### config.mk
export PLATFORM = sky130hd
export DESIGN_NAME = frame9_packer
export DESIGN_NICKNAME = d
export VERILOG_FILES = /design/src/rtl/frame9_pkg.sv /design/src/rtl/frame9_halfper.sv /design/src/rtl/frame9_shifter.sv /design/src/rtl/frame9_seq.sv /design/src/rtl/frame9_packer.sv
export SDC_FILE = /design/constraint.sdc
export NUM_CORES = 1
export LEC_CHECK = 0
export ABC_AREA = 1
export BUFFER_PORTS_ARGS = -buffer_cell sky130_fd_sc_hd__buf_2
export CAP_MARGIN = 20
export CORE_MARGIN = 8
export CORE_UTILIZATION = 62
export CTS_CLUSTER_SIZE = 28
export DETAILED_ROUTE_END_ITERATION = 6
export HOLD_SLACK_MARGIN = 0.06
export PLACE_DENSITY_LB_ADDON = 0.05
export SLEW_MARGIN = 15
export SYNTH_ARGS = -nofsm -noshare
export SYNTH_HDL_FRONTEND = slang
export SYNTH_HIERARCHICAL = 1
export SYNTH_SLANG_ARGS = --single-unit
### constraint.sdc
create_clock -name clk_i -period 4 [get_ports clk_i]
set_input_delay 0.8 -clock clk_i [delete_from_list [all_inputs] [get_ports clk_i]]
set_output_delay 0.8 -clock clk_i [all_outputs]
set_load 0.05 [all_outputs]
### src/rtl/frame9_pkg.sv
package frame9_pkg;
  localparam int FRAME_W = 9;
  localparam int BYTE_W  = 8;
  localparam int RES_W   = $clog2(BYTE_W);

  typedef enum logic [2:0] {
    S_IDLE, S_LEAD, S_HI, S_LO, S_GAP, S_TAIL
  } seq_state_e;
endpackage

### src/rtl/frame9_halfper.sv
module frame9_halfper #(
  parameter int HALF_CYC = 7
) (
  input  logic clk_i,
  input  logic rst_ni,
  input  logic en_i,
  output logic tick_o
);
  localparam int CW = $clog2(HALF_CYC + 1);
  localparam logic [CW-1:0] LAST_CNT = CW'(HALF_CYC - 1);

  logic [CW-1:0] cnt_q;

  assign tick_o = en_i && (cnt_q == LAST_CNT);

  always_ff @(posedge clk_i or negedge rst_ni) begin
    if (!rst_ni)      cnt_q <= '0;
    else if (!en_i)   cnt_q <= '0;
    else if (tick_o)  cnt_q <= '0;
    else              cnt_q <= cnt_q + 1'b1;
  end
endmodule

### src/rtl/frame9_shifter.sv
module frame9_shifter
  import frame9_pkg::*;
(
  input  logic               clk_i,
  input  logic               rst_ni,
  input  logic               load_i,
  input  logic [FRAME_W-1:0] frame_i,
  input  logic               shift_i,
  output logic               mosi_o,
  output logic               last_bit_o
);
  localparam int BW = $clog2(FRAME_W);
  localparam logic [BW-1:0] LAST_IDX = BW'(FRAME_W - 1);

  logic [FRAME_W-1:0] sreg_q;
  logic [BW-1:0]      bit_q;

  assign mosi_o     = sreg_q[FRAME_W-1];
  assign last_bit_o = (bit_q == LAST_IDX);

  always_ff @(posedge clk_i or negedge rst_ni) begin
    if (!rst_ni) begin
      sreg_q <= '0;
      bit_q  <= '0;
    end else if (load_i) begin
      sreg_q <= frame_i;
      bit_q  <= '0;
    end else if (shift_i) begin
      sreg_q <= {sreg_q[FRAME_W-2:0], 1'b0};
      bit_q  <= bit_q + 1'b1;
    end
  end


  frame_len_chk: assert property (@(posedge clk_i) disable iff (!rst_ni)
    shift_i |-> (bit_q < LAST_IDX));
endmodule

### src/rtl/frame9_seq.sv
module frame9_seq
  import frame9_pkg::*;
#(
  parameter int          MAX_FRAMES = 16,
  parameter logic [7:0]  PAD_CMD    = 8'h5C
) (
  input  logic               clk_i,
  input  logic               rst_ni,
  input  logic               tok_valid_i,
  input  logic [7:0]         tok_data_i,
  input  logic               tok_is_data_i,
  input  logic               tok_last_i,
  output logic               tok_ready_o,
  input  logic               tick_i,
  input  logic               last_bit_i,
  input  logic               mosi_i,
  output logic               timer_en_o,
  output logic               load_o,
  output logic [FRAME_W-1:0] frame_o,
  output logic               shift_o,
  output logic               cs_no,
  output logic               sclk_o,
  output logic               busy_o
);
  localparam int CNT_W = $clog2(MAX_FRAMES + 1);
  localparam logic [CNT_W-1:0] CAP      = CNT_W'(MAX_FRAMES);
  localparam logic [RES_W-1:0] RES_STEP = RES_W'(FRAME_W % BYTE_W);

  seq_state_e       state_q, state_d;
  logic [CNT_W-1:0] tok_cnt_q, tok_cnt_d;
  logic [RES_W-1:0] res_q, res_d;
  logic             close_q, close_d;
  logic             accept, pad_load;

  assign tok_ready_o = (state_q == S_IDLE) || (state_q == S_GAP);
  assign accept      = tok_valid_i && tok_ready_o;
  assign cs_no       = (state_q == S_IDLE);
  assign sclk_o      = (state_q == S_HI);
  assign busy_o      = (state_q != S_IDLE);
  assign timer_en_o  = (state_q == S_LEAD) || (state_q == S_HI) ||
                       (state_q == S_LO)   || (state_q == S_TAIL);

  assign pad_load = (state_q == S_HI) && tick_i && last_bit_i && close_q &&
                    (res_q != '0);
  assign load_o   = accept || pad_load;
  assign frame_o  = accept ? {tok_is_data_i, tok_data_i} : {1'b0, PAD_CMD};
  assign shift_o  = (state_q == S_HI) && tick_i && !last_bit_i;

  always_comb begin
    state_d   = state_q;
    tok_cnt_d = tok_cnt_q;
    res_d     = res_q;
    close_d   = close_q;
    unique case (state_q)
      S_IDLE: if (accept) begin
        state_d   = S_LEAD;
        tok_cnt_d = CNT_W'(1);
        res_d     = RES_STEP;
        close_d   = tok_last_i || (CAP == CNT_W'(1));
      end
      S_GAP: if (accept) begin
        state_d   = S_LO;
        tok_cnt_d = tok_cnt_q + 1'b1;
        res_d     = res_q + RES_STEP;
        close_d   = tok_last_i || (tok_cnt_q + 1'b1 == CAP);
      end
      S_LEAD, S_LO: if (tick_i) state_d = S_HI;
      S_HI: if (tick_i) begin
        if (!last_bit_i)    state_d = S_LO;
        else if (!close_q)  state_d = S_GAP;
        else if (pad_load) begin
          state_d = S_LO;
          res_d   = res_q + RES_STEP;
        end else            state_d = S_TAIL;
      end
      S_TAIL: if (tick_i) state_d = S_IDLE;
      default: state_d = S_IDLE;
    endcase
  end

  always_ff @(posedge clk_i or negedge rst_ni) begin
    if (!rst_ni) begin
      state_q   <= S_IDLE;
      tok_cnt_q <= '0;
      res_q     <= '0;
      close_q   <= 1'b0;
    end else begin
      state_q   <= state_d;
      tok_cnt_q <= tok_cnt_d;
      res_q     <= res_d;
      close_q   <= close_d;
    end
  end


  pad_align_chk: assert property (@(posedge clk_i) disable iff (!rst_ni)
    (state_q == S_TAIL) |-> (res_q == '0));

  mosi_stable_chk: assert property (@(posedge clk_i) disable iff (!rst_ni)
    $rose(sclk_o) |-> $stable(mosi_i));

  accept_stall_chk: assert property (@(posedge clk_i) disable iff (!rst_ni)
    accept |=> !tok_ready_o);

  frame_cap_chk: assert property (@(posedge clk_i) disable iff (!rst_ni)
    tok_cnt_q <= CAP);
endmodule

### src/rtl/frame9_packer.sv
module frame9_packer
  import frame9_pkg::*;
#(
  parameter int         HALF_CYC   = 7,
  parameter int         MAX_FRAMES = 16,
  parameter logic [7:0] PAD_CMD    = 8'h5C
) (
  input  logic       clk_i,
  input  logic       rst_ni,
  input  logic       tok_valid_i,
  output logic       tok_ready_o,
  input  logic [7:0] tok_data_i,
  input  logic       tok_is_data_i,
  input  logic       tok_last_i,
  output logic       spi_cs_no,
  output logic       spi_sclk_o,
  output logic       spi_mosi_o,
  output logic       busy_o
);
  logic               tick, timer_en, load, shift, last_bit;
  logic [FRAME_W-1:0] frame;

  frame9_halfper #(.HALF_CYC(HALF_CYC)) u_half (
    .clk_i (clk_i),
    .rst_ni(rst_ni),
    .en_i  (timer_en),
    .tick_o(tick)
  );

  frame9_shifter u_shift (
    .clk_i     (clk_i),
    .rst_ni    (rst_ni),
    .load_i    (load),
    .frame_i   (frame),
    .shift_i   (shift),
    .mosi_o    (spi_mosi_o),
    .last_bit_o(last_bit)
  );

  frame9_seq #(.MAX_FRAMES(MAX_FRAMES), .PAD_CMD(PAD_CMD)) u_seq (
    .clk_i        (clk_i),
    .rst_ni       (rst_ni),
    .tok_valid_i  (tok_valid_i),
    .tok_data_i   (tok_data_i),
    .tok_is_data_i(tok_is_data_i),
    .tok_last_i   (tok_last_i),
    .tok_ready_o  (tok_ready_o),
    .tick_i       (tick),
    .last_bit_i   (last_bit),
    .mosi_i       (spi_mosi_o),
    .timer_en_o   (timer_en),
    .load_o       (load),
    .frame_o      (frame),
    .shift_o      (shift),
    .cs_no        (spi_cs_no),
    .sclk_o       (spi_sclk_o),
    .busy_o       (busy_o)
  );
endmodule

==> flow_summary.yaml <==
outcome:
  outcome: "finished clean"
critical_path:
  end_kind: "flip-flop"
  cp.arrival_ps: 2600
  critPathMaxFanout: 10
  cp.required_ps: 4230
  rrSetupSlack_ps: 1630
  path_class: "flip-flop to flip-flop"
  reg2regPathDepth: 11
  worst_setup_path_start_kind: "flip-flop"
timing:
  fin_skew_ps: 4.63
  fmax_ghz: 0.422
  period_minus_slack_ps: 2370
  hold_violations: 0
  finalMaxSlewViolations: 0
  worst_pin_slew_ps: 632
  setup_violations: 0
  fin_crit_sh: 0.593
  rsz0062_at_grt: "false"
  maxSlewHeadroom: 0.576
  setup_tns_ps: 0
synthesis:
  ys_seq_area_frac: 0.437
  synthTopCellsByArea: "dfrtp_1 (44%), nand2_1 (11%), inv_1 (6.3%)"
  ys_warn_count: 6
  synth_edf_count: 0
  ys_types: 26
  netlist_top_cells_count: "nand2_1 (47), dfrtp_1 (28), inv_1 (27)"
  ys_ff_latch: 28
  synthArstFlopShare: 1.00
  synth_top_area_share: 0.437
  synth-main-ff-cell: "dfrtp_1"
  synthCells: 205
  syn_area_sq_um: 1600
  avgSynthCellArea_sq_um: 7.82
  yosys.area.top_type: "dfrtp_1"
  yosysMostFrequentCell: "nand2_1"
  syn_nets: 225
global_route:
  antenna_found_initial: 0
  grt_pass1_wl_microns: 5560
  track_usage: 0.156
  grt_util_met1: 0.192
  grt.met2_usage: 0.252
  grtUsageMet3: 0.0268
  overflow: 0
  grt_max_degree: 29
  grt-busiest-layer: "met2"
  grt_pass1_vias: 1345
floorplanning:
  ioPinCount: 18
  rows: 18
  die_h_microns: 66.9
  core-area_sq_um: 2450
  die_area_sq_um: 4470
  die_w_microns: 66.9
  start_util: 0.653
route:
  drc_errors: 0
  dr.pass1.iters: 4
  viasPerCell: 5.34
  first_iter_violations: 61
  wl_microns: 3130
  route.detailed.wl_per_inst_microns: 12.4
  ant_nets: 0
  vias: 1350
clock_network:
  ctsResizeCount: 0
  hold_buffers: 0
  cts_buffers: 3
  clock_latency_ps: 320
  clk_pin_slew_ps: 140
  clockRootBuffer: "clkbuf_4"
  clock_path_buffers: 2
  htree_levels: 1
  cts_tree: "yes"
  cts_setup_buffers: 0
  clkSinkCount: 28
placed_design:
  io_buffers: 17
  gp_congestion: 0.942
  dp_hpwl_microns: 2390
layout:
  layout.nets: 245
  fill_cells: 196
  area_growth_pct: 7.88
  final_core_util: 0.705
  diodes: 0
  layout-drive-gt1-share: 0.202
power:
  p_leak_nw: 0.909
  ir_worst_vdd_v: 0.000412
  p_per_area_nw_per_um2: 528
run:
  max_cap_viol_count: 0
min_path:
  worst_hold_path_type: "input port to asynchronous set/reset pin"
## registers in the layout, indices dropped and copies added, names as in the netlist
| name | cells |
|---|---|
| u_shift/sreg_q | 9 |
| u_seq/tok_cnt_q | 5 |
| u_shift/bit_q | 4 |
| u_half/cnt_q | 3 |
| u_seq/res_q | 3 |
| u_seq/state_q | 3 |
| u_seq/close_q | 1 |
## power breakdown
group / internal (mW) / switching (mW) / leakage, nW / total, mW
sequential: 0.373 / 0.0687 / 0.355 / 0.442
clock: 0.0353 / 0.0783 / 0.0138 / 0.114
combinational: 0.116 / 0.243 / 0.540 / 0.358
total: 0.524 / 0.390 / 0.909 / 0.914
## cells by family (layout without fill, tap and decap cells)
logic type                 after synthesis  in the layout  synth area share
and+or+nand+nor                        107            107             0.320
DFF                                     28             28             0.437
adders and majority gates                7              7            0.0546
AOI/OAI and AO/OA                       26             26            0.0920
buffers and inverters                   36             54            0.0913
xor gates and xnor gates                 1              1           0.00546
## critical path: stages (launching register included)
cell,delay (ps)
dfrtp_1,480
nor2_1,130
a21oi_1,220
inv_1,60
nor2_1,200
inv_1,120
nor3_1,540
nor2_4,160
nor2_4,160
nand3_2,70
nand2_1,90
nor2_2,30
## worst paths after layout
kind                                   from                end
max                        u_seq/state_q[1]   u_shift/bit_q[3]
min reg2reg                 u_half/cnt_q[0]    u_half/cnt_q[0]
max in group asynchronous            rst_ni  u_shift/sreg_q[4]
max reg2reg                u_seq/state_q[1]   u_shift/bit_q[3]
min in group clk_i          u_half/cnt_q[0]    u_half/cnt_q[0]
min                                  rst_ni    u_half/cnt_q[0]
## area by class of cell
class / count / area (sq um) / share of cell area
Inverter: 34 / 128 / 0.0738
Clock buffer: 3 / 22.5 / 0.0130
Timing Repair Buffer: 17 / 85.1 / 0.0492
Sequential cell: 28 / 701 / 0.405
Multi-Input combinational cell: 141 / 757 / 0.437
Tap cell: 30 / 37.5 / 0.0217
## routing by layer
layer	share of wire	wire length (microns)
met3	0.033	104
met2	0.47	1460
met1	0.47	1480
met4	0.025	78
met5	0	0
## stage by stage
stage	total power, mW	cell area [sq um]	cells	hold slack (ps)	setup slack (ps)
6_report	0.914	1730	253	461	1630
5_1_grt	0.990	1730	253	506	1310
4_1_cts	0.914	1730	253	466	1700
3_5_place_dp	0.800	1710	250	448	1720
3_3_place_gp	0.781	1710	250	452	1870
2_1_floorplan	0.713	1600	205	429	1450
## cell usage in the layout (no fill, tap or decap), drive strengths merged
cell type / n
dfrtp: 28
o21ai: 17
a22oi: 1
inv: 34
buf: 17
xor2: 1
ha: 7
nand4: 1
nor3: 1
clkbuf: 3
a21oi: 7
or2: 4
o211ai: 1
nand2: 52
nor2: 29
nand3: 20
Note: power is estimated with default switching activity, not from simulation.
